File: src/rtl/dcp_pkg.sv
package dcp_pkg;
   localparam int unsigned BIT_IC_NOFILL = 0;
   localparam int unsigned BIT_DC_NOFILL = 1;
   localparam int unsigned BIT_FORCE_WT  = 2;
   localparam int unsigned IMPL_BITS     = 3;

   typedef struct packed {
      logic force_wt;
      logic dc_nofill;
      logic ic_nofill;
   } dcp_ctrl_t;
endpackage

File: src/rtl/dcp_ctrl_reg.sv
module dcp_ctrl_reg
   import dcp_pkg::*;
#(
   parameter int unsigned CTRL_W = 32
) (
   input  logic              clk,
   input  logic              rst_n,
   input  logic              restricted,
   input  logic              core_wr_en,
   input  logic [CTRL_W-1:0] core_wr_data,
   input  logic              dap_wr_en,
   input  logic [CTRL_W-1:0] dap_wr_data,
   output dcp_ctrl_t         ctrl,
   output logic [CTRL_W-1:0] rd_data,
   output logic              core_err
);
   localparam int unsigned PAD_W = CTRL_W - IMPL_BITS;

   dcp_ctrl_t nxt;
   logic      core_ok;

   assign core_ok = core_wr_en & ~restricted;

   always_comb begin
      nxt = ctrl;
      if (dap_wr_en)
         nxt = dcp_ctrl_t'(dap_wr_data[IMPL_BITS-1:0]);
      else if (core_ok)
         nxt = dcp_ctrl_t'(core_wr_data[IMPL_BITS-1:0]);
   end

   always_ff @(posedge clk) begin
      if (!rst_n) begin
         ctrl     <= '0;
         core_err <= 1'b0;
      end else begin
         ctrl     <= nxt;
         core_err <= core_wr_en & restricted;
      end
   end

   generate
      if (PAD_W > 0) begin : g_pad
         logic unused_hi;
         assign unused_hi = ^{core_wr_data[CTRL_W-1:IMPL_BITS], dap_wr_data[CTRL_W-1:IMPL_BITS]};
         assign rd_data   = {{PAD_W{1'b0}}, ctrl};
      end else begin : g_nopad
         assign rd_data = ctrl;
      end
   endgenerate

   p_dap_wins_r2: assert property (@(posedge clk) disable iff (!rst_n)
      dap_wr_en |=> ctrl == $past(dap_wr_data[IMPL_BITS-1:0]));
   p_reject_keeps_r3: assert property (@(posedge clk) disable iff (!rst_n)
      (core_wr_en && restricted && !dap_wr_en) |=> $stable(ctrl));
   p_err_cause_r3: assert property (@(posedge clk) disable iff (!rst_n)
      core_err |-> $past(core_wr_en && restricted));
endmodule

File: src/rtl/dcp_perm.sv
module dcp_perm #(
   parameter int unsigned OP_W   = 4,
   parameter logic [OP_W-1:0] OP_IC_RANGE = 1,
   parameter logic [OP_W-1:0] OP_BTC_FLUSH = 2
) (
   input  logic            clk,
   input  logic            rst_n,
   input  logic            halted,
   input  logic            restricted,
   input  logic            mnt_req,
   input  logic [OP_W-1:0] mnt_op,
   input  logic            mnt_user_ok,
   output logic            mnt_grant,
   output logic            mnt_err
);
   logic listed, allowed;

   assign listed  = halted & ((mnt_op == OP_IC_RANGE) | (mnt_op == OP_BTC_FLUSH));
   assign allowed = ~restricted | mnt_user_ok | listed;

   always_ff @(posedge clk) begin
      if (!rst_n) begin
         mnt_grant <= 1'b0;
         mnt_err   <= 1'b0;
      end else begin
         mnt_grant <= mnt_req & allowed;
         mnt_err   <= mnt_req & ~allowed;
      end
   end

   p_excl_r9: assert property (@(posedge clk) disable iff (!rst_n)
      !(mnt_grant && mnt_err));
   p_idle_r9: assert property (@(posedge clk) disable iff (!rst_n)
      !mnt_req |=> !mnt_grant && !mnt_err);
   p_listed_r10: assert property (@(posedge clk) disable iff (!rst_n)
      (mnt_req && halted && (mnt_op == OP_IC_RANGE || mnt_op == OP_BTC_FLUSH)) |=> mnt_grant);
endmodule

File: src/rtl/dcp_policy.sv
module dcp_policy
   import dcp_pkg::*;
#(
   parameter bit POLICY_REG = 1'b0
) (
   input  logic      clk,
   input  logic      rst_n,
   input  logic      halted,
   input  dcp_ctrl_t ctrl,
   input  logic      ic_rd_miss,
   input  logic      dc_rd_miss,
   input  logic      dc_wr_valid,
   input  logic      dc_wr_hit,
   input  logic      dc_attr_wb,
   input  logic      dc_attr_walloc,
   output logic      ic_linefill,
   output logic      dc_linefill,
   output logic      dc_wr_upd,
   output logic      dc_wr_mem,
   output logic      dc_wr_fill
);
   logic ic_blk, dc_blk, wt_all;
   logic c_ic_lf, c_dc_lf, c_upd, c_mem, c_fill, miss;

   assign ic_blk = halted & ctrl.ic_nofill;
   assign dc_blk = halted & ctrl.dc_nofill;
   assign wt_all = halted & ctrl.force_wt;
   assign miss   = dc_wr_valid & ~dc_wr_hit;

   assign c_ic_lf = ic_rd_miss & ~ic_blk;
   assign c_dc_lf = dc_rd_miss & ~dc_blk;
   assign c_fill  = miss & dc_attr_walloc & ~dc_blk;
   assign c_upd   = (dc_wr_valid & dc_wr_hit) | c_fill;
   assign c_mem   = dc_wr_valid & (wt_all | ~dc_attr_wb | (miss & ~c_fill));

   generate
      if (POLICY_REG) begin : g_reg
         always_ff @(posedge clk) begin
            if (!rst_n) begin
               {ic_linefill, dc_linefill, dc_wr_upd, dc_wr_mem, dc_wr_fill} <= '0;
            end else begin
               {ic_linefill, dc_linefill, dc_wr_upd, dc_wr_mem, dc_wr_fill} <=
                  {c_ic_lf, c_dc_lf, c_upd, c_mem, c_fill};
            end
         end
      end else begin : g_comb
         assign {ic_linefill, dc_linefill, dc_wr_upd, dc_wr_mem, dc_wr_fill} =
            {c_ic_lf, c_dc_lf, c_upd, c_mem, c_fill};

         p_miss_noalloc_r7: assert property (@(posedge clk) disable iff (!rst_n)
            (halted && ctrl.dc_nofill && dc_wr_valid && !dc_wr_hit) |-> dc_wr_mem && !dc_wr_fill && !dc_wr_upd);
         p_wt_mem_r6: assert property (@(posedge clk) disable iff (!rst_n)
            (halted && ctrl.force_wt && dc_wr_valid) |-> dc_wr_mem);
         p_normal_fill_r8: assert property (@(posedge clk) disable iff (!rst_n)
            (!halted && (ic_rd_miss || dc_rd_miss)) |-> (ic_linefill == ic_rd_miss) && (dc_linefill == dc_rd_miss));
      end
   endgenerate
endmodule

File: src/rtl/dbg_cache_policy.sv
module dbg_cache_policy
   import dcp_pkg::*;
#(
   parameter int unsigned CTRL_W = 32,
   parameter int unsigned OP_W   = 4,
   parameter logic [OP_W-1:0] OP_IC_RANGE = 1,
   parameter logic [OP_W-1:0] OP_BTC_FLUSH = 2,
   parameter bit POLICY_REG = 1'b0
) (
   input  logic              clk,
   input  logic              rst_n,
   input  logic              halted,
   input  logic              sec_user,
   input  logic              spd_en,
   input  logic              core_wr_en,
   input  logic [CTRL_W-1:0] core_wr_data,
   output logic [CTRL_W-1:0] core_rd_data,
   output logic              core_err,
   input  logic              dap_wr_en,
   input  logic [CTRL_W-1:0] dap_wr_data,
   output logic [CTRL_W-1:0] dap_rd_data,
   input  logic              mnt_req,
   input  logic [OP_W-1:0]   mnt_op,
   input  logic              mnt_user_ok,
   output logic              mnt_grant,
   output logic              mnt_err,
   input  logic              ic_rd_miss,
   output logic              ic_linefill,
   input  logic              dc_rd_miss,
   output logic              dc_linefill,
   input  logic              dc_wr_valid,
   input  logic              dc_wr_hit,
   input  logic              dc_attr_wb,
   input  logic              dc_attr_walloc,
   output logic              dc_wr_upd,
   output logic              dc_wr_mem,
   output logic              dc_wr_fill
);
   generate
      if (CTRL_W < IMPL_BITS) begin : g_bad_width
         $error("CTRL_W must hold the implemented control bits");
      end
      if (OP_IC_RANGE == OP_BTC_FLUSH) begin : g_bad_ops
         $error("whitelisted operation codes must differ");
      end
   endgenerate

   logic        restricted;
   dcp_ctrl_t   ctrl;
   logic [CTRL_W-1:0] rd_data;

   assign restricted   = sec_user & ~spd_en;
   assign core_rd_data = rd_data;
   assign dap_rd_data  = rd_data;

   dcp_ctrl_reg #(.CTRL_W(CTRL_W)) u_reg (
      .clk(clk), .rst_n(rst_n), .restricted(restricted),
      .core_wr_en(core_wr_en), .core_wr_data(core_wr_data),
      .dap_wr_en(dap_wr_en), .dap_wr_data(dap_wr_data),
      .ctrl(ctrl), .rd_data(rd_data), .core_err(core_err)
   );

   dcp_perm #(.OP_W(OP_W), .OP_IC_RANGE(OP_IC_RANGE), .OP_BTC_FLUSH(OP_BTC_FLUSH)) u_perm (
      .clk(clk), .rst_n(rst_n), .halted(halted), .restricted(restricted),
      .mnt_req(mnt_req), .mnt_op(mnt_op), .mnt_user_ok(mnt_user_ok),
      .mnt_grant(mnt_grant), .mnt_err(mnt_err)
   );

   dcp_policy #(.POLICY_REG(POLICY_REG)) u_pol (
      .clk(clk), .rst_n(rst_n), .halted(halted), .ctrl(ctrl),
      .ic_rd_miss(ic_rd_miss), .dc_rd_miss(dc_rd_miss),
      .dc_wr_valid(dc_wr_valid), .dc_wr_hit(dc_wr_hit),
      .dc_attr_wb(dc_attr_wb), .dc_attr_walloc(dc_attr_walloc),
      .ic_linefill(ic_linefill), .dc_linefill(dc_linefill),
      .dc_wr_upd(dc_wr_upd), .dc_wr_mem(dc_wr_mem), .dc_wr_fill(dc_wr_fill)
   );

   p_rd_upper_zero_r1: assert property (@(posedge clk) disable iff (!rst_n)
      (core_rd_data >> IMPL_BITS) == '0);
endmodule

File: config.mk
export PLATFORM = sky130hd
export DESIGN_NAME = dbg_cache_policy
export DESIGN_NICKNAME = d
export VERILOG_FILES = /design/src/rtl/dcp_pkg.sv /design/src/rtl/dcp_ctrl_reg.sv /design/src/rtl/dcp_perm.sv /design/src/rtl/dcp_policy.sv /design/src/rtl/dbg_cache_policy.sv
export SDC_FILE = /design/constraint.sdc
export NUM_CORES = 1
export LEC_CHECK = 0
export BUFFER_PORTS_ARGS = -buffer_cell sky130_fd_sc_hd__buf_2
export CAP_MARGIN = 20
export CORE_AREA = 2 2 59 61
export CTS_BUF_LIST = sky130_fd_sc_hd__clkbuf_4
export DETAILED_ROUTE_END_ITERATION = 8
export DIE_AREA = 0 0 61 63
export PLACE_DENSITY = 0.8
export RECOVER_POWER = 50
export SYNTH_ARGS = -nofsm -noshare
export SYNTH_HDL_FRONTEND = slang
export SYNTH_SLANG_ARGS = --single-unit
File: constraint.sdc
create_clock -name clk -period 1.1 [get_ports clk]
set_clock_uncertainty 0.15 [all_clocks]
set_input_delay 0.055 -clock clk [delete_from_list [all_inputs] [get_ports clk]]
set_output_delay 0.055 -clock clk [all_outputs]
set_load 0.03 [all_outputs]
======== Word level (Yosys, flattened, before mapping) ========
Cells that the tools add are included.
storage, ports and cells
  register bits ........................... 6
  input bits .............................. 83
  word-level logic and storage cells ...... 42
  output and inout bits ................... 72
operators by class
  bitwise logic cells ..................... 31
  multiplexer cells ....................... 2
  eq/ne operators ......................... 2
  reduce and logical (&&, ||, !) cells .... 1
operators with widths
  cell                                                  number
  AND 1 bit                                             17
  NOT 1 bit                                             8
  2-to-1 mux 3 bit                                      2
  bitwise OR 1 bit                                      6
  equality test 4 x 1 -> 1 bit (second input constant)  1
  equality test 4 x 2 -> 1 bit (second input constant)  1
  nonzero test 2 bit                                    1

======== Depth between registers and ports, before layout ========
  word-level depth ........................ 8
  gate-level depth with buffers ........... 3

======== Hierarchy ========
A second synthesis with hierarchy kept.
second synthesis, totals
  cells, all modules ...................... 100
  area total of the unflattened synthesis .. 818.3 um2
by module, submodules not included
  module            cells an instance  times used  area each (um2)  seq. area each (um2)
  dcp_ctrl_reg      49                 1           409.1            80.1
  dbg_cache_policy  33                 1           254.0            0.0
  dcp_perm          9                  1           85.1             40.0
  dcp_policy        9                  1           70.1             0.0

======== Worst setup path after synthesis ========
Ideal clock, no wire load.
  path kind ............................... register to output
  start ................................... register u_reg.ctrl[1] (netlist name)
  end ..................................... output dc_wr_mem
  path buffers ............................ 0
  data required time ...................... 0.895 ns
  cell stages (with the launch flop) ...... 4
  arrival time ............................ 1.475 ns
  slack ................................... -0.580 ns
  cells stage by stage .................... dfxtp_1 -> nor2b_1 -> o21ai_0 -> a21boi_0
on the way
  longest elaborated chain between the ends .. 7
ends and longest elaborated chain
  what              RTL line                RTL
  AND 1 bit         dcp_policy.sv:26        assign dc_blk = halted & ctrl.dc_nofill;
  NOT 1 bit         dcp_policy.sv:32        assign c_fill = miss & dc_attr_walloc & ~dc_blk;
  AND 1 bit         dcp_policy.sv:32
  NOT 1 bit         dcp_policy.sv:34        assign c_mem = dc_wr_valid & (wt_all | ~dc_attr_wb | (miss & ~c_fill));
  AND 1 bit         dcp_policy.sv:34
  bitwise OR 1 bit  dcp_policy.sv:34
  AND 1 bit         dcp_policy.sv:34
  end: declaration  dbg_cache_policy.sv:36  output logic dc_wr_mem,
No other way between the ends.

======== Final worst setup path ========
  start ................................... register u_reg.ctrl[1] (netlist name)
  end ..................................... output dc_wr_upd
on the way
  longest elaborated chain between the ends .. 4
ends and longest elaborated chain
  what              RTL line                RTL
  AND 1 bit         dcp_policy.sv:26
  NOT 1 bit         dcp_policy.sv:32
  AND 1 bit         dcp_policy.sv:32
  bitwise OR 1 bit  dcp_policy.sv:33        assign c_upd = (dc_wr_valid & dc_wr_hit) | c_fill;
  end: declaration  dbg_cache_policy.sv:35  output logic dc_wr_upd,
No other way between the ends.

==> results.yml <==
critical_path:
  cp_max_fo: 4
  endpoint: "dc_wr_upd"
  r2r_start: "u_reg.ctrl[0]"
  regToRegSetupSlack_ns: 0.32
  critPathKind: "register to output port"
  reg2reg_depth: 2
  critPathLaunchType: "register"
  startpoint: "u_reg.ctrl[1]"
  r2r_end: "u_reg.ctrl[0]"
  cp.required_ns: 0.89
  arrival_ns: 1.10
  crit_path_end_kind: "output port"
yosys:
  synth_most_common_cell: "buf_4"
  synth_area_leaders: "buf_4 57%, dfxtp_1 15%, mux2i_1 3.7%, nand2_1 2.8%, o211ai_1 2.8%"
  ys_top_cells_by_count: "61 x buf_4, 6 x dfxtp_1, 6 x nand2_1"
  avgSynthCellArea_um2: 8.10
  synth_ff_type: "dfxtp_1"
  synthArstFlopShare: 0
  yosys.area.top_type_share: 0.566
  ys_ff_latch: 6
  synth_cells: 100
  synth_edf_count: 0
  netlist_area_um2: 810
  synth.distinct_cells: 21
  synth_top_area_cell: "buf_4"
  ys_warn_count: 0
  ys_seq_area_frac: 0.148
timing:
  fmax_mhz: 766
  timing.hold.ws_ns: 0.00151
  setup_ws_ns: -0.205
  hold_viol_final: 0
  fin_crit_ns: 1.31
  maxSlewViolCount: 0
  fin_setup_tns_ns: -0.686
  setup_viol: 5
  rsz0062_at_grt: "true"
  fin_crit_sh: 1.19
power_and_ir_drop:
  leakage_nw: 0.558
  power_density_nw_per_um2: 1000
  vdd_drop_max_mv: 0.185
clocking:
  insertion_delay_ns: 0.24
  numClockSinks: 6
  cts_buffers: 3
  cts_tree: "yes"
  cts_root_buffer: "clkbuf_4"
  htreeDepth: 1
  path_clk_slew_ns: 0.05
  clock_path_buffers: 2
placed_design:
  io_buffer_count: 38
  placed_area_um2: 821
  dp_hpwl_mm: 1.23
  place_inst: 179
  place_congestion: 0.708
floorplanning:
  die_area_um2: 3840
  coreArea_um2: 3230
  die_w_um: 61
  die-height_um: 63
  rows: 21
  io-pin-count: 155
  start_util: 0.250
cells_and_area:
  nets: 233
  area_delta_synth_final_pct: 27.5
  final_cells: 195
  diodes: 0
  drive_gt1_frac: 0.349
  fillCellCount: 350
  finalInstanceArea_um2: 1030
grt:
  track_usage: 0.0727
  grt_max_degree: 8
  overflow: 0
  antenna_found_initial: 0
  grt_pass1_wl_mm: 2.10
  grt_pass1_vias: 561
outcome:
  violations: "setup timing"
  outcome: "complete, but fails checks"
hold_path:
  worstHoldPathType: "input port to register"
run:
  cap_violations: 0
detailed_routing:
  routedWlPerCell_um: 7.84
  first_iter_violations: 3
  ant_nets: 0
  firstDrtPassIters: 4
  via_per_inst: 3.34
  wl_mm: 1.53
  vias: 651
  drc: 0
-- kinds of logic (layout without fill, tap and decap cells) --
family	after synthesis	in the layout	share of synthesized area
buf+inv	62	54	0.572
simple gates	17	17	0.133
compound gates	10	10	0.0943
flops	6	6	0.148
mux	3	3	0.0371
other cells	1	58	0.00463
xor+xnor	1	1	0.0108
-- through the flow --
| stage | util | worst slack [ns] | total power [W] |
|---|---|---|---|
| finish | 0.319 | -0.205 | 0.00104 |
| global route | 0.319 | -0.251 | 0.00110 |
| floorplan | - | -0.0412 | 0.000809 |
| global placement | 0.254 | 0.0169 | 0.000723 |
| detailed placement | 0.254 | 0.0152 | 0.000729 |
| CTS | 0.312 | -0.202 | 0.00102 |
-- worst max-delay path, cell delays in order, from the launching register on --
cell and delay (ns):
dfxtp_4 0.36, nand2_2 0.05, and2_4 0.13, o21a_1 0.18, buf_6 0.13
-- final cells by class --
type                       count  area, µm²  area share
clock buffer                   4       30.0      0.0291
multi-input combinational     89        464       0.450
sequential                     6        125       0.121
tap                           46       57.6      0.0558
timing repair buffer          50        355       0.344
-- worst min path at each step --
| stage | from | end | slack (ns) | depth (start not counted) |
|---|---|---|---|---|
| floorplan | mnt_user_ok | u_perm.mnt_err | -0.02 | 1 |
| global placement | mnt_user_ok | u_perm.mnt_err | 0.09 | 2 |
| detailed placement | mnt_user_ok | u_perm.mnt_err | 0.09 | 2 |
| CTS | core_wr_en | u_reg.ctrl[1] | 0.0007 | 3 |
| global route | core_wr_en | u_reg.ctrl[1] | 0.003 | 3 |
| finish | core_wr_en | u_reg.ctrl[1] | 0.002 | 3 |
-- sequential cells by signal (all words and copies together) (netlist names) --
| register | count |
|---|---|
| u_perm.mnt_err | 1 |
| u_perm.mnt_grant | 1 |
| u_reg.core_err | 1 |
| u_reg.ctrl | 3 |
-- where the power goes --
| part | internal (W) | total (W) | switching (W) |
|---|---|---|---|
| logic | 0.000147 | 0.000556 | 0.000409 |
| registers | 0.000232 | 0.000245 | 0.0000122 |
| clock network | 0.000162 | 0.000235 | 0.0000734 |
| total | 0.000541 | 0.00104 | 0.000495 |
-- layout by cell type (no fill, tap or decap), drive strengths merged --
cell type,instances
conb,58
buf,34
o211ai,3
o21ai,1
and2,2
nand2b,4
nand2,6
o21a,2
dfxtp,6
clkbuf,8
a21oi,1
xnor2,1
nor2,1
a21boi,2
o311a,1
nor2b,1
mux2i,3
dlygate4sd3,12
nor4b,1
nor4,1
and3b,1
-- repair_timing --
item                       in CTS  in global routing
buffers inserted                1                  0
resized for setup              10                 12
hold endpoints to repair        6                  3
pin swaps                       3                  1
hold buffers                   12                  1
setup endpoints to repair       4                  9
-- routing by layer --
layer	part of all wire	track usage
met1	0.31	0.0648
met4	0.015	0.0408
met5	0	0
met3	0.16	0.0186
met2	0.52	0.138
No activity file was read; power rests on OpenSTA's default activity.
